## src/rtl/spc_pkg.sv

```systemverilog
package spc_pkg;

    typedef enum logic [1:0] {
        ST_RUN  = 2'd0,
        ST_WARN = 2'd1,
        ST_DOWN = 2'd2,
        ST_RISE = 2'd3
    } pstate_t;

    localparam int LVL_W = 3;

    localparam logic [LVL_W-1:0] LVL_S0 = 3'd0;
    localparam logic [LVL_W-1:0] LVL_S1 = 3'd1;
    localparam logic [LVL_W-1:0] LVL_S2 = 3'd2;
    localparam logic [LVL_W-1:0] LVL_S3 = 3'd3;
    localparam logic [LVL_W-1:0] LVL_S4 = 3'd4;
    localparam logic [LVL_W-1:0] LVL_S5 = 3'd5;

    function automatic logic lvl_valid(input logic [LVL_W-1:0] l);
        return (l >= LVL_S1) && (l <= LVL_S5);
    endfunction

endpackage

```

## src/rtl/spc_btn_hold.sv

```systemverilog
module spc_btn_hold #(
    parameter int HOLD_TICKS = 131072
) (
    input  logic clk,
    input  logic rst_n,
    input  logic btn,
    input  logic tick,
    output logic press,
    output logic hold_done
);
    localparam int CW = $clog2(HOLD_TICKS + 1);
    localparam logic [CW-1:0] LAST = CW'(HOLD_TICKS - 1);
    localparam logic [CW-1:0] FULL = CW'(HOLD_TICKS);

    logic          btn_q;
    logic [CW-1:0] cnt_q;

    assign press = btn && !btn_q;

    always_ff @(posedge clk or negedge rst_n) begin
        if (!rst_n) begin
            btn_q     <= 1'b0;
            cnt_q     <= '0;
            hold_done <= 1'b0;
        end else begin
            btn_q     <= btn;
            hold_done <= btn && tick && (cnt_q == LAST);
            if (!btn) begin
                cnt_q <= '0;
            end else if (tick && (cnt_q != FULL)) begin
                cnt_q <= cnt_q + 1'b1;
            end
        end
    end

    // an override pulse only follows a held button
    a_r6_hold_needs_btn: assert property (@(posedge clk) disable iff (!rst_n)
        hold_done |-> $past(btn));

    // the override pulse lasts a single clock
    a_r6_hold_single: assert property (@(posedge clk) disable iff (!rst_n)
        hold_done |=> !hold_done);

endmodule

```

## src/rtl/spc_lead_timer.sv

```systemverilog
module spc_lead_timer #(
    parameter int LEAD_CLKS = 16
) (
    input  logic clk,
    input  logic rst_n,
    input  logic run,
    output logic done
);
    localparam int CW = $clog2(LEAD_CLKS + 1);
    localparam logic [CW-1:0] LAST = CW'(LEAD_CLKS - 1);

    logic [CW-1:0] cnt_q;

    assign done = run && (cnt_q == LAST);

    always_ff @(posedge clk or negedge rst_n) begin
        if (!rst_n) begin
            cnt_q <= '0;
        end else if (run && !done) begin
            cnt_q <= cnt_q + 1'b1;
        end else begin
            cnt_q <= '0;
        end
    end

    // the lead never completes before it has run LEAD_CLKS cycles
    a_r8_done_after_run: assert property (@(posedge clk) disable iff (!rst_n)
        (done && (LEAD_CLKS > 1)) |-> $past(run));

endmodule

```

## src/rtl/spc_plane_decode.sv

```systemverilog
module spc_plane_decode
    import spc_pkg::*;
(
    input  logic             asleep,
    input  logic [LVL_W-1:0] lvl,
    output logic             s12_n,
    output logic             s3_n,
    output logic             s45_n,
    output logic             clk_en
);
    always_comb begin
        s12_n  = 1'b1;
        s3_n   = 1'b1;
        s45_n  = 1'b1;
        clk_en = 1'b1;
        if (asleep) begin
            unique case (lvl)
                LVL_S1, LVL_S2: s12_n = 1'b0;
                LVL_S3:         s3_n  = 1'b0;
                LVL_S4, LVL_S5: begin
                    s45_n  = 1'b0;
                    clk_en = 1'b0;
                end
                default: ;
            endcase
        end
    end

    // at most one plane is cut at a time
    always_comb begin
        a_r1_one_plane: assert ($countones({~s12_n, ~s3_n, ~s45_n}) <= 1);
    end

endmodule

```

## src/rtl/sleep_plane_ctrl.sv

```systemverilog
module sleep_plane_ctrl
    import spc_pkg::*;
#(
    parameter int LEAD_CLKS  = 16,
    parameter int HOLD_TICKS = 131072
) (
    input  logic       clk,
    input  logic       well_rst_n,
    input  logic       pwr_good,
    input  logic       btn_level,
    input  logic       rtc_tick,
    input  logic       sleep_req,
    input  logic [2:0] sleep_type,
    input  logic       wake_evt,
    input  logic       sci_sel,
    output logic       plane_s12_n,
    output logic       plane_s3_n,
    output logic       plane_s45_n,
    output logic       susclk_en,
    output logic       sus_warn_n,
    output logic       periph_rst_n,
    output logic       cpu_rst_n,
    output logic       smi_req,
    output logic       sci_req
);
    pstate_t          st_q, st_d;
    logic [LVL_W-1:0] lvl_q, lvl_d;
    logic             ovr_q, ovr_d;
    logic             press, hold_done, lead_run, lead_done;
    logic             run_ok, rel_q;

    spc_btn_hold #(.HOLD_TICKS(HOLD_TICKS)) u_btn (
        .clk      (clk),
        .rst_n    (well_rst_n),
        .btn      (btn_level),
        .tick     (rtc_tick),
        .press    (press),
        .hold_done(hold_done)
    );

    assign lead_run = (st_q == ST_WARN) || ((st_q == ST_RISE) && pwr_good);

    spc_lead_timer #(.LEAD_CLKS(LEAD_CLKS)) u_lead (
        .clk  (clk),
        .rst_n(well_rst_n),
        .run  (lead_run),
        .done (lead_done)
    );

    spc_plane_decode u_dec (
        .asleep(st_q == ST_DOWN),
        .lvl   (lvl_q),
        .s12_n (plane_s12_n),
        .s3_n  (plane_s3_n),
        .s45_n (plane_s45_n),
        .clk_en(susclk_en)
    );

    // state register
    always_ff @(posedge clk or negedge well_rst_n) begin
        if (!well_rst_n) begin
            st_q  <= ST_DOWN;
            lvl_q <= LVL_S5;
            ovr_q <= 1'b0;
        end else begin
            st_q  <= st_d;
            lvl_q <= lvl_d;
            ovr_q <= ovr_d;
        end
    end

    // next state
    always_comb begin
        st_d  = st_q;
        lvl_d = lvl_q;
        ovr_d = ovr_q;
        unique case (st_q)
            ST_RUN: begin
                if (hold_done) begin
                    st_d = ST_DOWN; lvl_d = LVL_S5; ovr_d = 1'b1;
                end else if (sleep_req && lvl_valid(sleep_type)) begin
                    st_d = ST_WARN; lvl_d = sleep_type;
                end
            end
            ST_WARN: begin
                if (hold_done) begin
                    st_d = ST_DOWN; lvl_d = LVL_S5; ovr_d = 1'b1;
                end else if (lead_done) begin
                    st_d = ST_DOWN;
                end
            end
            ST_DOWN: begin
                if (hold_done && (lvl_q != LVL_S5)) begin
                    lvl_d = LVL_S5; ovr_d = 1'b1;
                end else if (press || (wake_evt && !ovr_q)) begin
                    st_d = ST_RISE;
                end
            end
            ST_RISE: begin
                if (hold_done) begin
                    st_d = ST_DOWN; lvl_d = LVL_S5; ovr_d = 1'b1;
                end else if (lead_done) begin
                    st_d = ST_RUN; lvl_d = LVL_S0; ovr_d = 1'b0;
                end
            end
            default: st_d = ST_DOWN;
        endcase
    end

    // outputs
    assign sus_warn_n   = (st_q == ST_RUN);
    assign run_ok       = (st_q == ST_RUN) || (st_q == ST_WARN) || (lvl_q == LVL_S1);
    assign periph_rst_n = pwr_good && run_ok;
    assign cpu_rst_n    = periph_rst_n && rel_q;

    always_ff @(posedge clk or negedge well_rst_n) begin
        if (!well_rst_n) begin
            smi_req <= 1'b0;
            sci_req <= 1'b0;
            rel_q   <= 1'b0;
        end else begin
            smi_req <= (st_q == ST_RUN) && press && !sci_sel;
            sci_req <= (st_q == ST_RUN) && press && sci_sel;
            rel_q   <= periph_rst_n;
        end
    end

    // a plane is only cut after a warning phase or an override
    a_r8_warn_first: assert property (@(posedge clk) disable iff (!well_rst_n)
        ((st_q == ST_DOWN) && ($past(st_q) == ST_WARN)) |-> $past(!sus_warn_n));

    // suspend clock is stopped only with the S4/S5 plane cut
    a_r3_clk_gate: assert property (@(posedge clk) disable iff (!well_rst_n)
        !susclk_en |-> !plane_s45_n);

    // losing power-good holds both resets
    a_r7_pg_reset: assert property (@(posedge clk) disable iff (!well_rst_n)
        !pwr_good |-> (!periph_rst_n && !cpu_rst_n));

    // processor never leaves reset before peripherals
    a_r7_cpu_after: assert property (@(posedge clk) disable iff (!well_rst_n)
        $rose(cpu_rst_n) |-> $past(periph_rst_n));

    // requests are single-cycle and exclusive
    a_r4_pulse: assert property (@(posedge clk) disable iff (!well_rst_n)
        (smi_req || sci_req) |=> !(smi_req || sci_req));

    // after an override a plain wake strobe does not wake
    a_r6_ovr_locks: assert property (@(posedge clk) disable iff (!well_rst_n)
        ((st_q == ST_DOWN) && ovr_q && !press && !hold_done) |=> (st_q == ST_DOWN));

endmodule

```

## config.mk

```make
export PLATFORM = sky130hd
export DESIGN_NAME = sleep_plane_ctrl
export DESIGN_NICKNAME = d
export VERILOG_FILES = /design/src/rtl/spc_pkg.sv /design/src/rtl/spc_btn_hold.sv /design/src/rtl/spc_lead_timer.sv /design/src/rtl/spc_plane_decode.sv /design/src/rtl/sleep_plane_ctrl.sv
export SDC_FILE = /design/constraint.sdc
export NUM_CORES = 1
export LEC_CHECK = 0
export ABC_AREA = 1
export BUFFER_PORTS_ARGS = -buffer_cell sky130_fd_sc_hd__buf_2
export CORE_MARGIN = 5
export CORE_UTILIZATION = 45
export DETAILED_ROUTE_END_ITERATION = 8
export HOLD_SLACK_MARGIN = 0.08
export PLACE_DENSITY = 0.64
export SETUP_SLACK_MARGIN = 0.4
export SLEW_MARGIN = 20
export SYNTH_ARGS = -nofsm -noshare
export SYNTH_HDL_FRONTEND = slang
export SYNTH_HIERARCHICAL = 1
export SYNTH_SLANG_ARGS = --single-unit
```

## constraint.sdc

```tcl
create_clock -name clk -period 3.5 [get_ports clk]
set_input_delay 0.7 -clock clk [delete_from_list [all_inputs] [get_ports clk]]
set_output_delay 0.7 -clock clk [all_outputs]
set_load 0.01 [all_outputs]
```

==> out/metrics.cfg <==
[route]
route.detailed.drc=0
wl_per_cell_um=11.7
wirelength_um=4620
drtAntennaViolNets=0
vias=1923
vias_per_cell=4.86
dr.pass1.iters=4
drtIter0Drc=151

[global_route]
grt_pass1_vias=1746
grt_max_degree=35
grt_pass1_wl_um=7940
gr-total-overflow=0
grtUsageTotal_pct=15.9
grt_antenna_before_repair=0

[pwr]
finalPower_w=0.00124
peakVddDrop_mv=0.171
leakage_nw=1.21
power_density_nw_per_um2=508

[clock_tree]
h-tree-depth=2
cts_tree=done
clockRootBuffer=clkbuf_8
numCtsBuffers=5
clk_latency_ns=0.29
holdBufCountCts=0
cts_max_path_buffers=2
cts_resized=0
clk_pin_slew_ns=0.07
post-cts-setup-buffers=0
clock_sink_count=34

[floorplan]
start_util_pct=46.7
rows=25
fp.dieArea_um2=6440
die_w_um=80.3
fp.dieH_um=80.3
core_um2=4750
io_pins=20

[synthesis]
ys_warn_count=6
synthCells=307
syn-num-nets=326
ys_seq_area_share_pct=38.5
syn_avg_cell_area_um2=7.23
ys_types=31
mappedNetlistArea_um2=2220
ys_seq_elements=34

[sta]
slew_headroom_pct=49.5
clock.fmax_ghz=0.410
skew_ns=0.00813
min_period_ns=2.44
rsz0062_at_grt=no
tns_ns=0
post-route-period-util_pct=69.7
setup_viol=0
report.final.slew_viol_count=0
finalHoldViolations=0
holdWs_ns=0.456
worst_slew_pin_slew_ns=0.758

[layout]
syn_to_final_growth_pct=10.3
finish.utilization_pct=51.5
finalNonFillerCells=396
layout-drive-gt1-share_pct=16.7
antennaDiodeCount=0
final_nets=347
nFillCells=496

[critical_path]
critPathTopFamily=flip-flops
cp.buffers_inverters=2
end_kind=output pin
cp.required_ns=2.80
path_max_fanout=7
cp_cell_sequence=inv_1 -> ha_1 -> nor2_1 -> a21boi_1 -> and2_1 -> buf_2
cpMaxStageDelayCell=dfstp_2
max_stage_delay_ns=0.57
start_kind=flip-flop
critPathArrivalTime_ns=1.74
critPathKind=reg2out

[placement]
place_inst=388
portBuffers=19
gp_congestion=0.886
hpwl_um=3450

[run_status]
outcome=complete, no violations

[hold_path]
hold_path.class=reg2reg

[job]
maxCapViolCount=0

area by class of cell:
type	instances	area (µm²)	area share, %
Clock buffer	7	86.3	3.53
Inverter	39	149	6.08
Timing Repair Buffer	19	95.1	3.88
Tap cell	67	83.8	3.42
Clock inverter	1	5.00	0.204
Sequential cell	34	855	34.9
Multi-Input combinational cell	229	1170	48.0
flip-flops by register name, indices dropped and copies added, names as in the netlist:
signal           flops
lvl_q                3
ovr_q                1
rel_q                1
sci_req              1
smi_req              1
st_q                 2
u_btn/btn_q          1
u_btn/cnt_q         18
u_btn/hold_done      1
u_lead/cnt_q         5
final timing paths:
check	start	to	slack [ns]	depth (start not counted)
min in group asynchronous	well_rst_n	lvl_q[1]	0.49	1
min reg2reg	u_lead/cnt_q[0]	u_lead/cnt_q[0]	0.46	1
max	st_q[1]	cpu_rst_n	1.06	6
max reg2reg	u_btn/cnt_q[0]	u_btn/cnt_q[10]	1.68	9
max in group asynchronous	well_rst_n	u_btn/cnt_q[8]	2.53	1
min	u_lead/cnt_q[0]	u_lead/cnt_q[0]	0.46	1
per-stage QoR:
step	setup WS (ns)	cell area, µm²
global placement	1.40	2360
floorplan	1.45	2220
CTS	1.04	2450
detailed placement	1.36	2360
global route	0.955	2450
finish	1.06	2450
logic make-up (layout without fill, tap and decap cells):
logic type	count (synthesis)	in the layout	synth area share [%]
AND/OR/NAND/NOR	193	193	38.3
buffers and inverters	44	66	8.62
flip-flops	34	34	38.5
AO/OA/AOI/OAI	17	17	5.75
XOR/XNOR	11	11	4.34
adder cells (fa/ha/maj)	8	8	4.51
metal layers:
metal	vias to the layer above	track usage [%]	share of wire, %
li1	1017	-	-
met2	32	23.4	42
met4	0	5.07	1.2
met5	-	0	0
met1	869	22.4	53
met3	5	4.15	4.6
Yosys cell counts:
cell type   n  area share [%]
a21boi_1    1            0.34
a21oi_1     1            0.23
a22oi_4     1            0.96
and2_1      1            0.28
and3_1      1            0.28
buf_2       1            0.23
buf_4       2            0.68
buf_6       2             1.0
clkinv_1    1            0.17
dfrtp_1    31              35
dfstp_2     3             3.5
ha_1        8             4.5
inv_1      33             5.6
inv_2       4            0.68
inv_4       1            0.28
nand2_1    96              16
nand2_2     4             1.1
nand3_1    25             5.6
nand3_2     2            0.90
nand3b_1    1            0.34
nand4_1    12             3.4
nor2_1     38             6.4
nor2_2      8             2.3
nor2_4      1            0.51
nor3_1      3            0.68
nor4_1      1            0.28
o211ai_1    2            0.68
o21ai_0     6             1.4
o21ai_1     1            0.23
o21ai_2     5             2.0
xor2_1     11             4.3
power by group:
group	internal, W	total (W)	switching, W
registers	0.000454	0.000498	0.0000440
logic	0.000167	0.000446	0.000279
clock network	0.000159	0.000300	0.000141
total	0.000779	0.00124	0.000464
placed cells by master, fill, tap and decap left out, drive strengths merged:
cell type and instances:
a21boi 1, a21oi 1, a22oi 1, and2 1, and3 1, buf 19
clkbuf 7, clkinv 2, dfrtp 31, dfstp 3, ha 8, inv 38
nand2 100, nand3 27, nand3b 1, nand4 12, nor2 47, nor3 3
nor4 1, o211ai 2, o21ai 12, xor2 11
(Power assumes the default switching activity.)
